`src/rtl/lcd_tg_pkg.sv`:
```
package lcd_tg_pkg;
  localparam int WORD_W   = 32;
  localparam int PIXF_W   = 10;
  localparam int SYNCF_W  = 6;
  localparam int WAITF_W  = 8;
  localparam int DIVF_W   = 8;
  localparam int VPOL_BIT = 20;
  localparam int HPOL_BIT = 21;
  localparam int FALL_BIT = 22;

  typedef enum logic [1:0] {
    SEL_CTRL = 2'd0,
    SEL_HORZ = 2'd1,
    SEL_VERT = 2'd2,
    SEL_CLK  = 2'd3
  } tg_sel_e;

  typedef struct packed {
    logic [PIXF_W-1:0]  ppl_f;
    logic [SYNCF_W-1:0] hsw_f;
    logic [WAITF_W-1:0] htail_f;
    logic [WAITF_W-1:0] hlead_f;
    logic [PIXF_W-1:0]  lpp_f;
    logic [SYNCF_W-1:0] vsw_f;
    logic [WAITF_W-1:0] vtail_f;
    logic [WAITF_W-1:0] vlead_f;
    logic [DIVF_W-1:0]  div_f;
    logic               vpol;
    logic               hpol;
    logic               pclk_fall;
  } tg_cfg_t;
endpackage

```
`src/rtl/lcd_tg_cfg.sv`:
```
module lcd_tg_cfg
  import lcd_tg_pkg::*;
(
  input  logic              clk,
  input  logic              rst,
  input  logic              wr_en,
  input  logic [1:0]        wr_sel,
  input  logic [WORD_W-1:0] wr_data,
  input  logic              frame_load,
  output logic              run,
  output tg_cfg_t           cfg
);
  tg_cfg_t shadow_q;
  tg_cfg_t act_q;
  logic    run_q;

  always_ff @(posedge clk) begin
    if (rst) begin
      shadow_q <= '0;
      run_q    <= 1'b0;
    end else if (wr_en) begin
      unique case (tg_sel_e'(wr_sel))
        SEL_CTRL: run_q <= wr_data[0];
        SEL_HORZ: begin
          shadow_q.ppl_f   <= wr_data[9:0];
          shadow_q.hsw_f   <= wr_data[15:10];
          shadow_q.htail_f <= wr_data[23:16];
          shadow_q.hlead_f <= wr_data[31:24];
        end
        SEL_VERT: begin
          shadow_q.lpp_f   <= wr_data[9:0];
          shadow_q.vsw_f   <= wr_data[15:10];
          shadow_q.vtail_f <= wr_data[23:16];
          shadow_q.vlead_f <= wr_data[31:24];
        end
        SEL_CLK: begin
          shadow_q.div_f     <= wr_data[DIVF_W-1:0];
          shadow_q.vpol      <= wr_data[VPOL_BIT];
          shadow_q.hpol      <= wr_data[HPOL_BIT];
          shadow_q.pclk_fall <= wr_data[FALL_BIT];
        end
        default: ;
      endcase
    end
  end

  // working copy follows the shadow while idle, else only at a frame edge
  always_ff @(posedge clk) begin
    if (rst)                       act_q <= '0;
    else if (frame_load || !run_q) act_q <= shadow_q;
  end

  assign run = run_q;
  assign cfg = act_q;


  cfg_hold_chk: assert property (@(posedge clk) disable iff (rst)
    (run_q && !frame_load) |=> $stable(act_q));
endmodule

```
`src/rtl/lcd_tg_pixdiv.sv`:
```
module lcd_tg_pixdiv #(
  parameter int PW = 8
) (
  input  logic          clk,
  input  logic          rst,
  input  logic          run,
  input  logic [PW-1:0] code,
  output logic          tick,
  output logic          hi_phase
);
  localparam int DW = PW + 2;

  logic [DW-1:0] cnt_q;
  logic [DW-1:0] period;
  logic [DW-1:0] half;

  assign period   = {1'b0, code, 1'b0} + DW'(4);
  assign half     = DW'(code) + DW'(2);
  assign tick     = run && (cnt_q == period - DW'(1));
  assign hi_phase = cnt_q < half;

  always_ff @(posedge clk) begin
    if (rst || !run) cnt_q <= '0;
    else if (tick)   cnt_q <= '0;
    else             cnt_q <= cnt_q + DW'(1);
  end


  tick_spacing_chk: assert property (@(posedge clk) disable iff (rst)
    tick |=> !tick);


  div_range_chk: assert property (@(posedge clk) disable iff (rst)
    run |-> cnt_q < period);
endmodule

```
`src/rtl/lcd_tg_axis.sv`:
```
module lcd_tg_axis #(
  parameter int CW = 12
) (
  input  logic          clk,
  input  logic          rst,
  input  logic          run,
  input  logic          adv,
  input  logic [CW-1:0] len_sync,
  input  logic [CW-1:0] len_lead,
  input  logic [CW-1:0] len_act,
  input  logic [CW-1:0] len_tail,
  output logic          wrap,
  output logic          sync_on,
  output logic          act_on,
  output logic [CW-1:0] pos
);
  logic [CW-1:0] cnt_q;
  logic [CW-1:0] act_lo;
  logic [CW-1:0] act_hi;
  logic [CW-1:0] total;

  assign act_lo = len_sync + len_lead;
  assign act_hi = act_lo + len_act;
  assign total  = act_hi + len_tail;

  assign wrap    = run && adv && (cnt_q == total - CW'(1));
  assign sync_on = run && (cnt_q < len_sync);
  assign act_on  = run && (cnt_q >= act_lo) && (cnt_q < act_hi);
  assign pos     = cnt_q - act_lo;

  always_ff @(posedge clk) begin
    if (rst || !run) cnt_q <= '0;
    else if (adv)    cnt_q <= wrap ? '0 : cnt_q + CW'(1);
  end


  cnt_range_chk: assert property (@(posedge clk) disable iff (rst)
    run |-> cnt_q < total);
endmodule

```
`src/rtl/lcd_timing_gen.sv`:
```
module lcd_timing_gen
  import lcd_tg_pkg::*;
#(
  parameter int COORD_W = 12
) (
  input  logic               clk,
  input  logic               rst,
  input  logic               wr_en,
  input  logic [1:0]         wr_sel,
  input  logic [31:0]        wr_data,
  output logic               pix_en,
  output logic               pclk_out,
  output logic               hsync,
  output logic               vsync,
  output logic               oe,
  output logic [COORD_W-1:0] px_x,
  output logic [COORD_W-1:0] px_y
);
  localparam int CW = COORD_W;

  tg_cfg_t cfg;
  logic    run;
  logic    tick, hi_phase;
  logic    h_wrap, h_sync, h_act;
  logic    v_wrap, v_sync, v_act;
  logic [CW-1:0] h_pos, v_pos;

  lcd_tg_cfg u_cfg (
    .clk(clk), .rst(rst), .wr_en(wr_en), .wr_sel(wr_sel), .wr_data(wr_data),
    .frame_load(v_wrap), .run(run), .cfg(cfg)
  );

  lcd_tg_pixdiv #(.PW(DIVF_W)) u_div (
    .clk(clk), .rst(rst), .run(run), .code(cfg.div_f),
    .tick(tick), .hi_phase(hi_phase)
  );

  lcd_tg_axis #(.CW(CW)) u_horz (
    .clk(clk), .rst(rst), .run(run), .adv(tick),
    .len_sync(CW'(cfg.hsw_f) + CW'(1)),
    .len_lead(CW'(cfg.hlead_f) + CW'(1)),
    .len_act (CW'(cfg.ppl_f) + CW'(16)),
    .len_tail(CW'(cfg.htail_f) + CW'(1)),
    .wrap(h_wrap), .sync_on(h_sync), .act_on(h_act), .pos(h_pos)
  );

  lcd_tg_axis #(.CW(CW)) u_vert (
    .clk(clk), .rst(rst), .run(run), .adv(h_wrap),
    .len_sync(CW'(cfg.vsw_f) + CW'(1)),
    .len_lead(CW'(cfg.vlead_f)),
    .len_act (CW'(cfg.lpp_f) + CW'(1)),
    .len_tail(CW'(cfg.vtail_f)),
    .wrap(v_wrap), .sync_on(v_sync), .act_on(v_act), .pos(v_pos)
  );

  logic          oe_d;
  logic          pclk_q, hs_q, vs_q, oe_q, pe_q;
  logic [CW-1:0] x_q, y_q;

  assign oe_d = h_act && v_act;

  always_ff @(posedge clk) begin
    if (rst) begin
      pe_q   <= 1'b0;
      pclk_q <= 1'b0;
      hs_q   <= 1'b1;
      vs_q   <= 1'b1;
      oe_q   <= 1'b0;
      x_q    <= '0;
      y_q    <= '0;
    end else begin
      pe_q   <= tick;
      pclk_q <= run && (hi_phase ^ cfg.pclk_fall);
      hs_q   <= h_sync ? cfg.hpol : ~cfg.hpol;
      vs_q   <= v_sync ? cfg.vpol : ~cfg.vpol;
      oe_q   <= oe_d;
      x_q    <= oe_d ? h_pos : '0;
      y_q    <= oe_d ? v_pos : '0;
    end
  end

  assign pix_en   = pe_q;
  assign pclk_out = pclk_q;
  assign hsync    = hs_q;
  assign vsync    = vs_q;
  assign oe       = oe_q;
  assign px_x     = x_q;
  assign px_y     = y_q;


  oe_outside_sync_chk: assert property (@(posedge clk) disable iff (rst)
    oe_q |-> (hs_q != cfg.hpol) && (vs_q != cfg.vpol));


  idle_quiet_chk: assert property (@(posedge clk) disable iff (rst)
    !run |=> !oe_q && !pclk_q);


  coord_bound_chk: assert property (@(posedge clk) disable iff (rst)
    oe_q |-> (x_q < CW'(cfg.ppl_f) + CW'(16)) && (y_q <= CW'(cfg.lpp_f)));
endmodule

```
`config.mk`:
```
export PLATFORM = sky130hd
export DESIGN_NAME = lcd_timing_gen
export DESIGN_NICKNAME = d
export VERILOG_FILES = /design/src/rtl/lcd_tg_pkg.sv /design/src/rtl/lcd_tg_cfg.sv /design/src/rtl/lcd_tg_pixdiv.sv /design/src/rtl/lcd_tg_axis.sv /design/src/rtl/lcd_timing_gen.sv
export SDC_FILE = /design/constraint.sdc
export NUM_CORES = 1
export LEC_CHECK = 0
export BUFFER_PORTS_ARGS = -buffer_cell sky130_fd_sc_hd__buf_2
export CAP_MARGIN = 40
export CORE_UTILIZATION = 56
export CTS_CLUSTER_SIZE = 24
export DETAILED_ROUTE_END_ITERATION = 7
export HOLD_SLACK_MARGIN = 0.15
export PLACE_DENSITY = 0.88
export SYNTH_ARGS = -nofsm -noshare
export SYNTH_HDL_FRONTEND = slang
export SYNTH_SLANG_ARGS = --single-unit
export TNS_END_PERCENT = 50
```
`constraint.sdc`:
```
create_clock -name clk -period 5.8 [get_ports clk]
set_input_delay 1.16 -clock clk [delete_from_list [all_inputs] [get_ports clk]]
set_output_delay 1.16 -clock clk [all_outputs]
set_load 0.01 [all_outputs]
```
==> reports/results.txt <==
Gr usage total - 27.6%
Setup ws final - -0.258 ns
Input/output buffers - 65
Peak VDD IR - 0.279 mV
Die area - 0.0235 mm^2
Final setup viols - 75
CP bufs+invs - 2
Clk slew on worst S/H paths - 0.07 ns
Final global-route overflow total - 0
Final hold violation count - 0
Comb pwr share - 17.5%
Worst-path fanout max - 6
Global-route wire length before repair - 52.4 mm
1st-pass router iterations - 5
Least-Margin Pin Slew - 0.704 ns
Routability cong. - 0.939
Die W - 153 um
Final WL - 37.7 mm
Flops & latches, synth - 214
Initial antenna violation count - 0
Most frequent cells in the layout - 205 x dfxtp_1, 200 x nand2_1, 156 x nor2_1
Share of cells above drive strength 1 - 16.8%
Flop pwr share - 41.5%
Lkg Pwr - 0.00691 uW
Num ports - 66
Layout Skew - 0.0192 ns
Status - complete, but fails checks
Synth top area share - 33.5%
Hold_ws - 0.456 ns
Fmax - 0.165 GHz
Synth unique cells - 70
CP delay by family, top - compound AO/OA/AOI/OAI gates
Placed instance count - 1866
Vias in the first global route - 10574
Max_cap viols - 0
CP Data Arrival Time - 6.48 ns
Period utilization - 104%
Wire per inst - 19.5 um
Sw frac - 27.5%
Synthesis Warnings - 0
Initial Utilization - 57.9%
Power per standard cell area - 242 mW/mm^2
Residual DRC - 0
Row cnt - 54
Syn Nets - 1722
Root Driver - clkbuf_16
Worst setup SP type - register
Nets - 1812
Crit-path slowest cell - or4_4
Sequential area share after synthesis - 33.5%
Critical path type - register to register
Vias per cell - 6.14
Worst Path Required - 6.22 ns
Clock latency on the worst-skew pair - 0.54 ns
Clk pwr share - 41.0%
P&R area growth vs syn - 18.9%
Slew margin rel. - 53.0%
Synth Cell Area - 0.0128 mm^2
Net Sw Power - 1010 uW
Ys async rst share - 0%
Synth area leader - dfxtp_1
Leading cell type in the layout, fill and taps excluded - dfxtp_1
Hold Path Class - register to register
Largest net degree at the start of global routing - 97
Number of flops mapped to enable cells by yosys - 0
H-Tree Level Count - 1
Core area - 0.0221 mm^2
Antenna cells - 0
Die Y - 153 um
Pint - 2680 uW
Crit path capture type - register
Ys flop type - dfxtp_1
Area contributors post-synth - dfxtp_1 33%, ha_1 13%, mux2i_1 6.2%, nand2_1 5.9%, xnor2_1 5.3%
Clock sinks - 214
Clock tree from TritonCTS - built
DRT iter0 DRCs - 980
Failing checks - negative setup slack
CP peak stage delay - 0.56 ns
Avg Inst Size Synth - 8.28 um^2
Synth Instances - 1546
Cts bufs inserted - 23
Pins Over Slew Limit - 0
Hpwl dp - 23.7 mm
Fin crit period - 6.06 ns
Final cell count without fillers - 1929
Post-DRT Antenna Nets - 0
CTS Buffer Depth - 3
Via Count - 11838
-- flip-flops by register name, summed over array words and instances (netlist names) --
register,cells
oe,1
u_cfg.shadow_q,75
px_x,12
pix_en,1
px_y,12
u_cfg.run,1
u_vert.cnt_q,12
u_cfg.cfg,75
vsync,1
u_div.cnt_q,10
pclk_out,1
hsync,1
u_horz.cnt_q,12
-- metrics by stage --
step	util, %	TNS, ns	setup WS [ns]	power [uW]	area [um^2]
5_1_grt	68.9	-20.51	-0.354	3790	15200
3_3_place_gp	61.1	0	0.0295	2050	13500
2_1_floorplan	-	0	0.344	1930	12800
3_5_place_dp	61.3	-13.46	-0.234	2080	13500
6_report	68.9	-12.45	-0.258	3690	15200
4_1_cts	65.3	0	0.00687	3570	14400
-- synth_stat cells, types with 4 or more instances --
library cell	instances
or2_2	5
a21boi_0	5
nand2_1	201
o21ai_1	5
or3_1	13
nor3_1	16
dfxtp_1	214
o21ai_0	53
nor2_1	164
fa_1	8
nor4_1	19
a21o_1	21
o21a_1	13
nand3_1	48
buf_8	5
buf_2	5
o211ai_1	10
inv_1	101
clkbuf_1	54
nor3b_1	6
xnor2_1	77
a21oi_1	126
mux2i_1	79
xor2_1	34
a211oi_1	6
ha_1	131
nand3b_1	4
nor2b_1	13
nand4_1	13
nand2b_1	11
and3_1	23
and2_1	4
-- path summary, 6_finish.rpt --
path | startpoint | to | slack (ns) | depth (start not counted)
worst max register to register | u_cfg.cfg[28]$_SDFFE_PP0P_ | u_cfg.cfg[66]$_SDFFE_PP0P_ | -0.26 | 26
worst min-delay path | u_cfg.shadow_q[15]$_SDFFE_PP0P_ | u_cfg.shadow_q[15]$_SDFFE_PP0P_ | 0.46 | 2
worst max-delay path | u_cfg.cfg[28]$_SDFFE_PP0P_ | u_cfg.cfg[66]$_SDFFE_PP0P_ | -0.26 | 26
worst min register to register | u_cfg.shadow_q[15]$_SDFFE_PP0P_ | u_cfg.shadow_q[15]$_SDFFE_PP0P_ | 0.46 | 2
-- tightest hold or removal path: stages (launching register included) --
cell     delay [ns]
dfxtp_1        0.31
nand2_1        0.05
a21oi_1        0.05
-- layer usage --
metal | vias to the layer above | wire length (um) | global-route usage (%)
li1 | 5475 | - | -
met1 | 5533 | 14900 | 37.2
met2 | 653 | 17000 | 42.9
met3 | 177 | 3510 | 4.79
met4 | 0 | 2210 | 13.1
met5 | - | 0 | 0
-- cell type report --
class                   count  area (um^2)
multi-input cells        1163         8470
fillers                  1548         6880
flip-flops and latches    214         4300
repair buffers            133          957
clock buffers              28          604
inverters                 101          379
well taps                 280          350
clock inverters            10          150
-- power groups by stage --
stage	Sequential [uW]	Combinational, uW	Clock, uW
2_1_floorplan	1550	382	0
3_3_place_gp	1560	498	0
3_5_place_dp	1560	518	0
4_1_cts	1530	536	1510
5_1_grt	1530	691	1570
6_report	1530	646	1510
-- cell families (layout without fill, tap and decap cells) --
logic type	count (synthesis)	count (layout)	synth area share, %
buffers and inverters	169	272	5.56
XOR/XNOR	111	111	7.60
multiplexers	82	82	6.44
AND/OR/NAND/NOR	557	557	20.0
AO/OA/AOI/OAI	272	272	12.7
adder cells (fa/ha/maj)	141	141	14.2
flip-flops	214	214	33.5
-- what timing repair did --
action,in CTS,in global routing
cloned,0,2
gates resized for setup,20,102
hold buffers,0,0
pin swaps,2,53
endpoints found under the setup margin,75,97
setup buffers,3,20
Note: power is estimated with default switching activity, not from simulation.
